$ cat src/rtl/pe_pkg.sv
package pe_pkg;

   typedef enum logic [2:0] {
      S_IDLE,
      S_LOAD,
      S_READ,
      S_EMIT_P,
      S_EMIT_Q,
      S_FILL,
      S_DONE
   } pe_state_e;

   typedef struct packed {
      logic       p_off;
      logic       pq_on;
      logic       wback;
      logic       fill;
      logic       zchk;
      logic [3:0] nsel;
      logic       irq_en;
   } pe_cfg_t;

   function automatic pe_cfg_t decode_ctrl(input logic [31:0] c);
      pe_cfg_t r;
      r.irq_en = c[0];
      r.nsel   = c[6:3];
      r.zchk   = c[7];
      r.fill   = c[8];
      r.wback  = c[12];
      r.pq_on  = c[17];
      r.p_off  = c[18];
      return r;
   endfunction

   // carry-less product followed by modular reduction
   function automatic logic [7:0] gf_mul(input logic [7:0] a, input logic [7:0] b,
                                         input logic [8:0] poly);
      logic [14:0] t;
      t = '0;
      for (int i = 0; i < 8; i++)
         if (b[i]) t = t ^ (15'(a) << i);
      for (int i = 14; i >= 8; i--)
         if (t[i]) t = t ^ (15'(poly) << (i - 8));
      return t[7:0];
   endfunction

endpackage

$ cat src/rtl/pe_gf_lane.sv
module pe_gf_lane #(
   parameter logic [8:0] POLY = 9'h11D
) (
   input  logic [7:0] a_i,
   input  logic [7:0] b_i,
   output logic [7:0] y_o
);
   always_comb y_o = pe_pkg::gf_mul(a_i, b_i, POLY);
endmodule

$ cat src/rtl/pe_accum.sv
module pe_accum #(
   parameter int         WORD_W = 32,
   parameter logic [8:0] POLY   = 9'h11D
) (
   input  logic              clk,
   input  logic              rst_n,
   input  logic              clr_i,
   input  logic              beat_i,
   input  logic              first_i,
   input  logic              last_i,
   input  logic              zchk_i,
   input  logic              pq_i,
   input  logic [WORD_W-1:0] data_i,
   input  logic [7:0]        coef_i,
   output logic [WORD_W-1:0] p_o,
   output logic [WORD_W-1:0] q_o,
   output logic              pflag_o,
   output logic              qflag_o
);
   localparam int LANES = WORD_W / 8;

   logic [WORD_W-1:0] q_term, p_next, q_next;

   generate
      for (genvar l = 0; l < LANES; l++) begin : g_lane
         pe_gf_lane #(.POLY(POLY)) u_mul (
            .a_i(data_i[8*l +: 8]),
            .b_i(coef_i),
            .y_o(q_term[8*l +: 8])
         );
      end
   endgenerate

   always_comb begin
      p_next = first_i ? data_i : (p_o ^ data_i);
      q_next = first_i ? q_term : (q_o ^ q_term);
   end

   always_ff @(posedge clk or negedge rst_n) begin
      if (!rst_n) begin
         p_o     <= '0;
         q_o     <= '0;
         pflag_o <= 1'b0;
         qflag_o <= 1'b0;
      end else begin
         if (clr_i) begin
            pflag_o <= 1'b0;
            qflag_o <= 1'b0;
         end else if (beat_i && last_i && zchk_i) begin
            pflag_o <= pflag_o | (|p_next);
            qflag_o <= qflag_o | (pq_i & (|q_next));
         end
         if (beat_i) begin
            p_o <= p_next;
            q_o <= q_next;
         end
      end
   end
endmodule

$ cat src/rtl/pe_ctl.sv
module pe_ctl
   import pe_pkg::*;
#(
   parameter int IDX_W = 4,
   parameter int WC_W  = 25
) (
   input  logic             clk,
   input  logic             rst_n,
   input  logic             start_i,
   input  logic [WC_W-1:0]  words_i,
   input  logic             fill_i,
   input  logic             pq_i,
   input  logic             p_off_i,
   input  logic             zchk_i,
   input  logic [IDX_W-1:0] last_idx_i,
   input  logic             src_fire_i,
   input  logic             out_fire_i,
   output pe_state_e        state_o,
   output logic [IDX_W-1:0] idx_o
);
   pe_state_e        st_n;
   logic [IDX_W-1:0] idx_n;
   logic [WC_W-1:0]  wleft, wleft_n;
   pe_state_e        adv_st;
   logic [WC_W-1:0]  adv_wl;

   // state entered after a word position has been fully handled
   always_comb begin
      if (wleft == WC_W'(1)) begin
         adv_st = S_DONE;
         adv_wl = '0;
      end else begin
         adv_st = fill_i ? S_FILL : S_READ;
         adv_wl = wleft - WC_W'(1);
      end
   end

   always_comb begin
      st_n    = state_o;
      idx_n   = idx_o;
      wleft_n = wleft;
      unique case (state_o)
         S_IDLE: if (start_i) st_n = S_LOAD;
         S_LOAD: begin
            idx_n   = '0;
            wleft_n = words_i;
            if (words_i == '0) st_n = S_DONE;
            else if (fill_i)   st_n = S_FILL;
            else               st_n = S_READ;
         end
         S_READ: if (src_fire_i) begin
            if (idx_o == last_idx_i) begin
               idx_n = '0;
               if (zchk_i) begin
                  st_n    = adv_st;
                  wleft_n = adv_wl;
               end else begin
                  st_n = (pq_i && p_off_i) ? S_EMIT_Q : S_EMIT_P;
               end
            end else begin
               idx_n = idx_o + IDX_W'(1);
            end
         end
         S_EMIT_P: if (out_fire_i) begin
            if (pq_i) st_n = S_EMIT_Q;
            else begin
               st_n    = adv_st;
               wleft_n = adv_wl;
            end
         end
         S_EMIT_Q, S_FILL: if (out_fire_i) begin
            st_n    = adv_st;
            wleft_n = adv_wl;
         end
         S_DONE:  st_n = S_IDLE;
         default: st_n = S_IDLE;
      endcase
   end

   always_ff @(posedge clk or negedge rst_n) begin
      if (!rst_n) begin
         state_o <= S_IDLE;
         idx_o   <= '0;
         wleft   <= '0;
      end else begin
         state_o <= st_n;
         idx_o   <= idx_n;
         wleft   <= wleft_n;
      end
   end
endmodule

$ cat src/rtl/parity_engine.sv
module parity_engine
   import pe_pkg::*;
#(
   parameter int         NSRC   = 16,
   parameter int         WORD_W = 32,
   parameter int         CNT_W  = 24,
   parameter logic [8:0] POLY   = 9'h11D
) (
   input  logic                   clk,
   input  logic                   rst_n,
   input  logic                   start_i,
   input  logic [31:0]            ctrl_i,
   input  logic [CNT_W-1:0]       byte_cnt_i,
   input  logic [NSRC*8-1:0]      coef_i,
   input  logic [WORD_W-1:0]      fill_i,
   input  logic [NSRC*WORD_W-1:0] src_data_i,
   input  logic [NSRC-1:0]        src_valid_i,
   output logic [NSRC-1:0]        src_ready_o,
   output logic [WORD_W-1:0]      out_data_o,
   output logic                   out_tag_o,
   output logic                   out_valid_o,
   input  logic                   out_ready_i,
   output logic                   busy_o,
   output logic                   done_o,
   output logic                   irq_o,
   output logic                   stat_valid_o,
   output logic [31:0]            stat_word_o
);
   localparam int BPW    = WORD_W / 8;
   localparam int LG_BPW = $clog2(BPW);
   localparam int IDX_W  = (NSRC > 1) ? $clog2(NSRC) : 1;
   localparam int WC_W   = CNT_W + 1;

   generate
      if (NSRC < 1 || NSRC > 16) begin : g_bad_nsrc
         $error("parity_engine: NSRC must lie in 1..16");
      end
      if (WORD_W % 8 != 0 || (1 << LG_BPW) != BPW) begin : g_bad_word
         $error("parity_engine: WORD_W must be 8 times a power of two");
      end
      if (CNT_W < 1 || CNT_W > 24) begin : g_bad_cnt
         $error("parity_engine: CNT_W must lie in 1..24");
      end
   endgenerate

   pe_cfg_t             cfg_q;
   logic [CNT_W-1:0]    cnt_q;
   logic [NSRC*8-1:0]   coef_q;
   logic [WORD_W-1:0]   fill_q;
   pe_state_e           state;
   logic [IDX_W-1:0]    idx;
   logic [IDX_W-1:0]    last_idx;
   logic [WC_W-1:0]     wsum, words;
   logic [WORD_W-1:0]   sel_data;
   logic [7:0]          sel_coef;
   logic                sel_valid;
   logic                src_fire, out_fire;
   logic [WORD_W-1:0]   p_acc, q_acc;
   logic                pflag, qflag;

   always_ff @(posedge clk or negedge rst_n) begin
      if (!rst_n) begin
         cfg_q  <= '0;
         cnt_q  <= '0;
         coef_q <= '0;
         fill_q <= '0;
      end else if (state == S_IDLE && start_i) begin
         cfg_q  <= decode_ctrl(ctrl_i);
         cnt_q  <= byte_cnt_i;
         coef_q <= coef_i;
         fill_q <= fill_i;
      end
   end

   always_comb begin
      if (int'(cfg_q.nsel) > NSRC - 1) last_idx = IDX_W'(NSRC - 1);
      else                             last_idx = IDX_W'(cfg_q.nsel);
      wsum  = {1'b0, cnt_q} + WC_W'(BPW - 1);
      words = wsum >> LG_BPW;
   end

   // source and coefficient selection by current index
   always_comb begin
      sel_data    = '0;
      sel_coef    = '0;
      sel_valid   = 1'b0;
      src_ready_o = '0;
      for (int s = 0; s < NSRC; s++) begin
         if (idx == IDX_W'(s)) begin
            sel_data       = src_data_i[s*WORD_W +: WORD_W];
            sel_coef       = coef_q[s*8 +: 8];
            sel_valid      = src_valid_i[s];
            src_ready_o[s] = (state == S_READ);
         end
      end
   end

   assign src_fire = (state == S_READ) && sel_valid;
   assign out_fire = out_valid_o && out_ready_i;

   pe_ctl #(.IDX_W(IDX_W), .WC_W(WC_W)) u_ctl (
      .clk        (clk),
      .rst_n      (rst_n),
      .start_i    (start_i),
      .words_i    (words),
      .fill_i     (cfg_q.fill),
      .pq_i       (cfg_q.pq_on),
      .p_off_i    (cfg_q.p_off),
      .zchk_i     (cfg_q.zchk),
      .last_idx_i (last_idx),
      .src_fire_i (src_fire),
      .out_fire_i (out_fire),
      .state_o    (state),
      .idx_o      (idx)
   );

   pe_accum #(.WORD_W(WORD_W), .POLY(POLY)) u_acc (
      .clk     (clk),
      .rst_n   (rst_n),
      .clr_i   (state == S_LOAD),
      .beat_i  (src_fire),
      .first_i (idx == '0),
      .last_i  (idx == last_idx),
      .zchk_i  (cfg_q.zchk),
      .pq_i    (cfg_q.pq_on),
      .data_i  (sel_data),
      .coef_i  (sel_coef),
      .p_o     (p_acc),
      .q_o     (q_acc),
      .pflag_o (pflag),
      .qflag_o (qflag)
   );

   always_comb begin
      out_valid_o = (state == S_EMIT_P) || (state == S_EMIT_Q) || (state == S_FILL);
      out_tag_o   = (state == S_EMIT_Q);
      unique case (state)
         S_EMIT_Q: out_data_o = q_acc;
         S_FILL:   out_data_o = fill_q;
         default:  out_data_o = p_acc;
      endcase
      busy_o       = (state != S_IDLE);
      done_o       = (state == S_DONE);
      irq_o        = done_o && cfg_q.irq_en;
      stat_valid_o = done_o && cfg_q.wback;
      stat_word_o  = {1'b1, pflag, qflag, 5'b0, 24'(cnt_q)};
   end
endmodule

$ cat config.mk
export PLATFORM = sky130hd
export DESIGN_NAME = parity_engine
export DESIGN_NICKNAME = d
export VERILOG_FILES = /design/src/rtl/pe_pkg.sv /design/src/rtl/pe_gf_lane.sv /design/src/rtl/pe_accum.sv /design/src/rtl/pe_ctl.sv /design/src/rtl/parity_engine.sv
export SDC_FILE = /design/constraint.sdc
export NUM_CORES = 1
export LEC_CHECK = 0
export ABC_AREA = 0
export BUFFER_PORTS_ARGS = -buffer_cell sky130_fd_sc_hd__buf_2
export CAP_MARGIN = 15
export CORE_AREA = 8 8 321 323
export CTS_BUF_LIST = sky130_fd_sc_hd__clkbuf_4 sky130_fd_sc_hd__clkbuf_8 sky130_fd_sc_hd__clkbuf_16
export DETAILED_ROUTE_END_ITERATION = 16
export DIE_AREA = 0 0 329 331
export PLACE_DENSITY = 0.46
export SLEW_MARGIN = 0
export SYNTH_ARGS = -nofsm -noshare
export SYNTH_HDL_FRONTEND = slang
export SYNTH_SLANG_ARGS = --single-unit
$ cat constraint.sdc
create_clock -name clk -period 6.53 [get_ports clk]
set_clock_uncertainty 0.05 [all_clocks]
set_input_delay 0.9795 -clock clk [delete_from_list [all_inputs] [get_ports clk]]
set_output_delay 0.9795 -clock clk [all_outputs]
set_load 0.05 [all_outputs]
## After elaboration in Yosys (flattened, before gate mapping)

Index checks and enable logic that the tools add are counted.

- Shifts and indexed selects: 0
- Div/mod/pow operators: 0
- $lt $le $gt $ge: 0
- Equal/unequal tests: 30
- Reductions and logical operators: 23
- Add/sub/neg operators: 3
- Bitwise logic cells: 61
- Mux-type cells: 154
- $mul: 0

Operators with widths:

| kind | number |
|---|---|
| $mux W32 | 18 |
| $mux W15 | 28 |
| $mux W8 | 24 |
| $mux W25 | 7 |
| $not A4 Y4 | 28 |
| $pmux W25 S4 | 1 |
| $pmux W32 S2 | 1 |
| $reduce_or A32 Y1 | 2 |
| $xor A32 B32 Y32 | 2 |
| $xor A15 B10 Y15 | 4 |
| $xor A15 B11 Y15 | 4 |
| $xor A15 B12 Y15 | 4 |
| $xor A15 B13 Y15 | 4 |
| $xor A15 B14 Y15 | 4 |
| $xor A15 B15 Y15 | 4 |
| $xor A15 B9 Y15 | 4 |
| $mux W11 | 4 |
| $mux W10 | 4 |
| $mux W1 | 36 |
| $mux W9 | 4 |
| $mux W3 | 11 |
| $eq A4 B4 Y1 const B | 8 |
| $mux W7 | 4 |
| $add A24 B2 Y25 const B | 1 |
| other kinds (31) | 60 |

- Memory bits (read-only): 0
- Memories: 0
- Bits in registers: 292
- Memory bits (writable): 0
- Bits in latches: 0
- Logic and storage cells: 288

## Depth between registers and ports, before layout

- Depth in word-level cells: 53
- Mapped depth: 25
- Mapped depth without buffers: 15

## Hierarchy

From an unflattened synthesis, not the netlist that was laid out.

- Cell total of the unflattened synthesis: 3,105
- Area, all modules: 26,661.8 µm²

Modules (own cells, without submodules):

| module | cells each | times used | area an instance (µm²) |
|---|---|---|---|
| parity_engine | 1,658 | 1 | 15,144.5 |
| pe_accum | 565 | 1 | 4,648.2 |
| pe_gf_lane | 146 | 4 | 1,131.1 |
| pe_ctl | 298 | 1 | 2,344.7 |

## Least setup slack after synthesis

Ideal clock, no wire load.

- Kind: flip-flop to output port
- Start point: register u_ctl.idx_o[0]
- End point: output src_ready_o[0]
- Path buffers: 14
- Cell stages (with the launch flop): 19
- Required time: 5,500 ps
- Data arrival time: 4,322 ps
- Path slack: 1,179 ps
- Path through: dfrtp_1 inv_1 ha_1 buf_4 buf_4 buf_4 buf_2 buf_2 buf_2 clkbuf_1 clkbuf_1 nand2_1 clkbuf_1 buf_1 clkbuf_1 clkbuf_1 clkbuf_1 clkbuf_1 nor2_1

- Longest elaborated chain between the ends: 2

RTL lines:

| item | line | source |
|---|---|---|
| start: declaration | pe_ctl.sv:19 | `output logic [IDX_W-1:0] idx_o` |
| start signal: assignment | pe_ctl.sv:87 | `idx_o <= idx_n;` |
| $logic_not A4 Y1 | parity_engine.sv:89 | `if (idx == IDX_W'(s)) begin` |
| $mux W1 | parity_engine.sv:89 |  |
| end: declaration | parity_engine.sv:18 | `output logic [NSRC-1:0] src_ready_o,` |

No other way between the ends.

## Worst setup path in the final report

- Start point: register u_ctl.idx_o[0]
- End point: register u_acc.qflag_o

- Longest elaborated chain between the ends: 50
- Elaborated cells on any way between the ends: 192
- Those cells by class: 16 x eq/ne; 111 x mux; 59 x bitwise; 6 x reduce/logical

RTL lines:

| item | line | source |
|---|---|---|
| $logic_not A4 Y1 | parity_engine.sv:89, parity_engine.sv:122 |  |
| $mux W32 / $mux W8 (equally long branches) (16 in a row) | parity_engine.sv:89 |  |
| $mux W8 | pe_pkg.sv:41 | `if (b[i]) t = t ^ (15'(a) << i);` |
| $xor A15 B9 Y15 | pe_pkg.sv:41 |  |
| $mux W15 | pe_pkg.sv:41 |  |
| $xor A15 B10 Y15 | pe_pkg.sv:41 |  |
| $mux W15 | pe_pkg.sv:41 |  |
| $xor A15 B11 Y15 | pe_pkg.sv:41 |  |
| [19 not listed] | -- |  |
| $mux W5 | pe_pkg.sv:43 | `if (t[i]) t = t ^ (15'(poly) << (i - 8));` |
| $xor A32 B32 Y32 | pe_accum.sv:36 | `q_next = first_i ? q_term : (q_o ^ q_term);` |
| $mux W32 | pe_accum.sv:36 |  |
| $reduce_or A32 Y1 | pe_accum.sv:51 | `qflag_o <= qflag_o \| (pq_i & (\|q_next));` |
| $and A1 B1 Y1 | pe_accum.sv:51 |  |
| $or A1 B1 Y1 | pe_accum.sv:51 |  |
| $mux W1 | pe_accum.sv:49 | `end else if (beat_i && last_i && zchk_i) begin` |
| $mux W1 | pe_accum.sv:46 | `if (clr_i) begin` |
| end signal: assignment | pe_accum.sv:51 |  |
| end: declaration | pe_accum.sv:18 | `output logic qflag_o` |

Several ways; a longest one is shown, not always the timed one. The select of a mux whose other input is x is not followed.
A chain may end at the register's enable or synchronous reset.

==> flow_summary_export.csv <==
group,metric,value,unit
floorplanning,fp.dieArea,0.1089,sq mm
synthesis,yosysUniqueCellTypes,94,
floorplanning,start_util,0.2742,
setup_path,worstRegToRegCells,16,
setup_path,startpoint_type,"flip-flop",
setup_path,worstSetupEndpointType,"flip-flop",
clock_network,cts_setup_buffers,0,
floorplanning,fp.dieW,329,microns
setup_path,reg2reg_slack,0.25,ns
pwr,leakagePower,14.86,nW
setup_path,rr_startpoint,"u_ctl.idx_o[0]",
clock_network,cts_buffers,42,
setup_path,cp_max_fo,11,
synthesis,synth_top_area_cell,"dfrtp_1",
timing,finalHoldViolations,0,
synthesis,muxShareOfSynthArea,0.09225,
placed_design,placed_area,0.03302,sq mm
floorplanning,fp-row-count,115,
synthesis,yosysMostFrequentCell,"nand2_1",
timing,period_share,0.9611,
job,maxCapViolCount,0,
placed_design,pre_cts_slack,0.2220,ns
synthesis,ys.flop_type,"dfrtp_1",
synthesis,synth_edf_count,0,
clock_network,clkSinkCount,292,
setup_path,critical_path_class,"reg2reg",
setup_path,crit_slowest_cell,"nor2_2",
routing,ant_nets,0,
clock_network,postCtsHoldBufs,0,
synthesis,synth_top_family_by_area,"compound AO/OA/AOI/OAI gates",
synthesis,synthCells,3322,
clock_network,clk_latency,0.65,ns
global_routing,grt_pass1_vias,30490,
global_routing,grt.overflow.total,0,
routing,drt-vias-per-instance,5.727,
timing,setup_viol,0,
placed_design,portBuffers,805,
clock_network,clock_path_buffers,3,
synthesis,postSynth.asyncResetShare,1.000,
clock_network,htree_levels,2,
placed_design,dp_hpwl,144900,microns
floorplanning,die_y,331,microns
synthesis,synth_area_leaders,"dfrtp_1, mux2_2, nand2_1",
cells_and_area,drive_gt1_frac,0.3291,
cells_and_area,final-seq-area,0.007316,sq mm
setup_path,path_cells,"inv_1 -> ha_4 -> nor2_2 -> a21oi_1 -> buf_4 -> a2111oi_0 -> o211ai_1 -> a21o_1 -> and2_1 -> a221oi_1 -> xnor3_1 -> xnor2_1 -> inv_1 -> or4b_1 -> nor4_1 -> a31oi_1",
synthesis,avgSynthCellArea,8.063,sq um
global_routing,grt_pass1_wl,246900,microns
global_routing,antenna_found_initial,97,
cells_and_area,multi_input_area,0.01818,sq mm
routing,wl_per_cell,33.39,microns
global_routing,gr-usage-all-layers,0.3199,
cells_and_area,postLayoutCellArea,0.03452,sq mm
floorplanning,pin_count,834,
timing,fmax,159.3,MHz
timing,timing.hold.ws,0.2407,ns
clock_network,cts_tree,"done",
cells_and_area,fillers,10650,
timing,worstMarginPinSlew,1.236,ns
cells_and_area,fin_nets,4835,
status,outcome,"finished clean",
pwr,power.density,887.4,mW/mm^2
setup_path,slowest_delay,0.63,ns
timing,max_slew_margin,0.1757,
setup_path,crit_top_cell,"inv_1",
synthesis,yosys.area_share.adder,0.002803,
global_routing,grt_max_degree,147,
synthesis,synth-compound-area-share,0.2534,
min_path,hp-class,"in2async",
synthesis,ys_ff_latch,292,
clock_network,clk_pin_slew,0.06,ns
timing,rsz0062_at_grt,"no",
setup_path,worst-path-buf-inv,3,
synthesis,synth_top_area_share,0.2728,
pwr,ir_drop,0.001295,V
synthesis,synth_common_cells,"nand2_1, o21ai_0, dfrtp_1",
setup_path,timing.rr.end,"u_acc.qflag_o",
routing,drt_wl_total,181600,microns
clock_network,root_buffer,"clkbuf_16",
floorplanning,coreArea,0.09770,sq mm
routing,drtIter0Drc,3018,
routing,dr.pass1.iters,6,
synthesis,synth_area,0.02679,sq mm
placed_design,gp_congestion,0.9487,
synthesis,synth-seq-area-share,0.2728,
synthesis,yosys_warnings,0,
synthesis,synth-xor-area-share,0.1270,
routing,vias,31150,
timing,layout_setup_ws,0.2537,ns
setup_path,arrival,6.73,ns
timing,totalNegativeSetupSlack,0,ns
setup_path,crit_family,"compound AO/OA/AOI/OAI gates",
setup_path,required,6.98,ns
timing,drv_slew,0,
synthesis,synth-simple-area-share,0.1921,
timing,period_minus_slack,6.276,ns
clock_network,cts-resized-gates,0,
routing,drc_errors,0,
cells_and_area,syn2layout_area_growth,28.88,%
[per-layer routing]
| metal | track usage | share of wire | vias up |
|---|---|---|---|
| met5 | 0 | 0.0020 | - |
| met4 | 0.1248 | 0.042 | 58 |
| met3 | 0.09044 | 0.099 | 353 |
| met2 | 0.5058 | 0.44 | 1737 |
| met1 | 0.4119 | 0.41 | 15420 |
| li1 | - | - | 13580 |
[registers in the layout (all words and copies together), names as in the netlist, 6 cells and up]
| signal | flops |
|---|---|
| cfg_q | 6 |
| cnt_q | 24 |
| coef_q | 128 |
| fill_q | 32 |
| u_acc.p_o | 32 |
| u_acc.q_o | 32 |
| u_ctl.wleft | 25 |
[metrics by stage]
stage / util / std cells / power (mW)
after CTS: 0.3522 / 5395 / 30.54
final: 0.3534 / 5439 / 30.63
after floorplan: - / 3326 / 20.14
after detailed placement: 0.3380 / 5324 / 27.99
after global routing: 0.3528 / 5419 / 32.34
after global placement: 0.3380 / 5324 / 27.93
[worst max-delay path by stage]
| stage | startpoint | end | cells after the start |
|---|---|---|---|
| 6_report | u_ctl.idx_o[0] | u_acc.qflag_o | 16 |
| 5_1_grt | u_ctl.idx_o[0] | u_acc.qflag_o | 16 |
| 4_1_cts | u_ctl.idx_o[1] | u_acc.qflag_o | 17 |
| 3_5_place_dp | u_ctl.idx_o[1] | u_acc.qflag_o | 17 |
| 3_3_place_gp | u_ctl.idx_o[1] | u_acc.qflag_o | 17 |
| 2_1_floorplan | u_ctl.idx_o[0] | src_ready_o[0] | 18 |
[cells by family (layout without fill, tap and decap cells)]
family	count (synthesis)	in the layout
mux	224	224
fa+ha+maj	6	6
flops	292	292
simple gates	1090	1090
other cells	2	50
compound gates	1056	1056
buf+inv	346	1128
xor+xnor	306	306
[power by group]
group / internal, mW / total (mW) / switching (mW) / leakage (nW)
Combinational: 10.8 / 24.5 / 13.8 / 10.7
Sequential: 2.71 / 3.70 / 0.985 / 3.50
Clock: 1.39 / 2.42 / 1.03 / 0.691
[cell usage in the layout, fill, tap and decap left out, types with 28 or more instances in the layout]
| master | n |
|---|---|
| nand2_1 | 464 |
| nor2b_1 | 72 |
| dfrtp_1 | 289 |
| a221oi_1 | 47 |
| nor3_1 | 56 |
| xnor2_1 | 180 |
| xnor3_1 | 46 |
| a21oi_1 | 267 |
| diode_2 | 44 |
| clkbuf_16 | 42 |
| mux2_2 | 183 |
| o22ai_1 | 35 |
| buf_4 | 192 |
| nor2_1 | 193 |
| nand3_1 | 58 |
| a22oi_1 | 28 |
| xor2_1 | 73 |
| nand2b_1 | 53 |
| o21ai_0 | 323 |
| inv_1 | 42 |
| a31oi_1 | 39 |
| o2bb2ai_1 | 31 |
| mux2i_1 | 41 |
| buf_2 | 804 |
[final cells by class]
cell class / count / area share
timing repair buffer: 1010 / 0.1663
clock inverter: 9 / 0.003479
sequential: 292 / 0.2119
antenna: 44 / 0.003189
inverter: 47 / 0.005110
tap: 1287 / 0.04664
multi-input combinational: 2688 / 0.5266
clock buffer: 62 / 0.03679
Power figures use the tool's default switching activity.
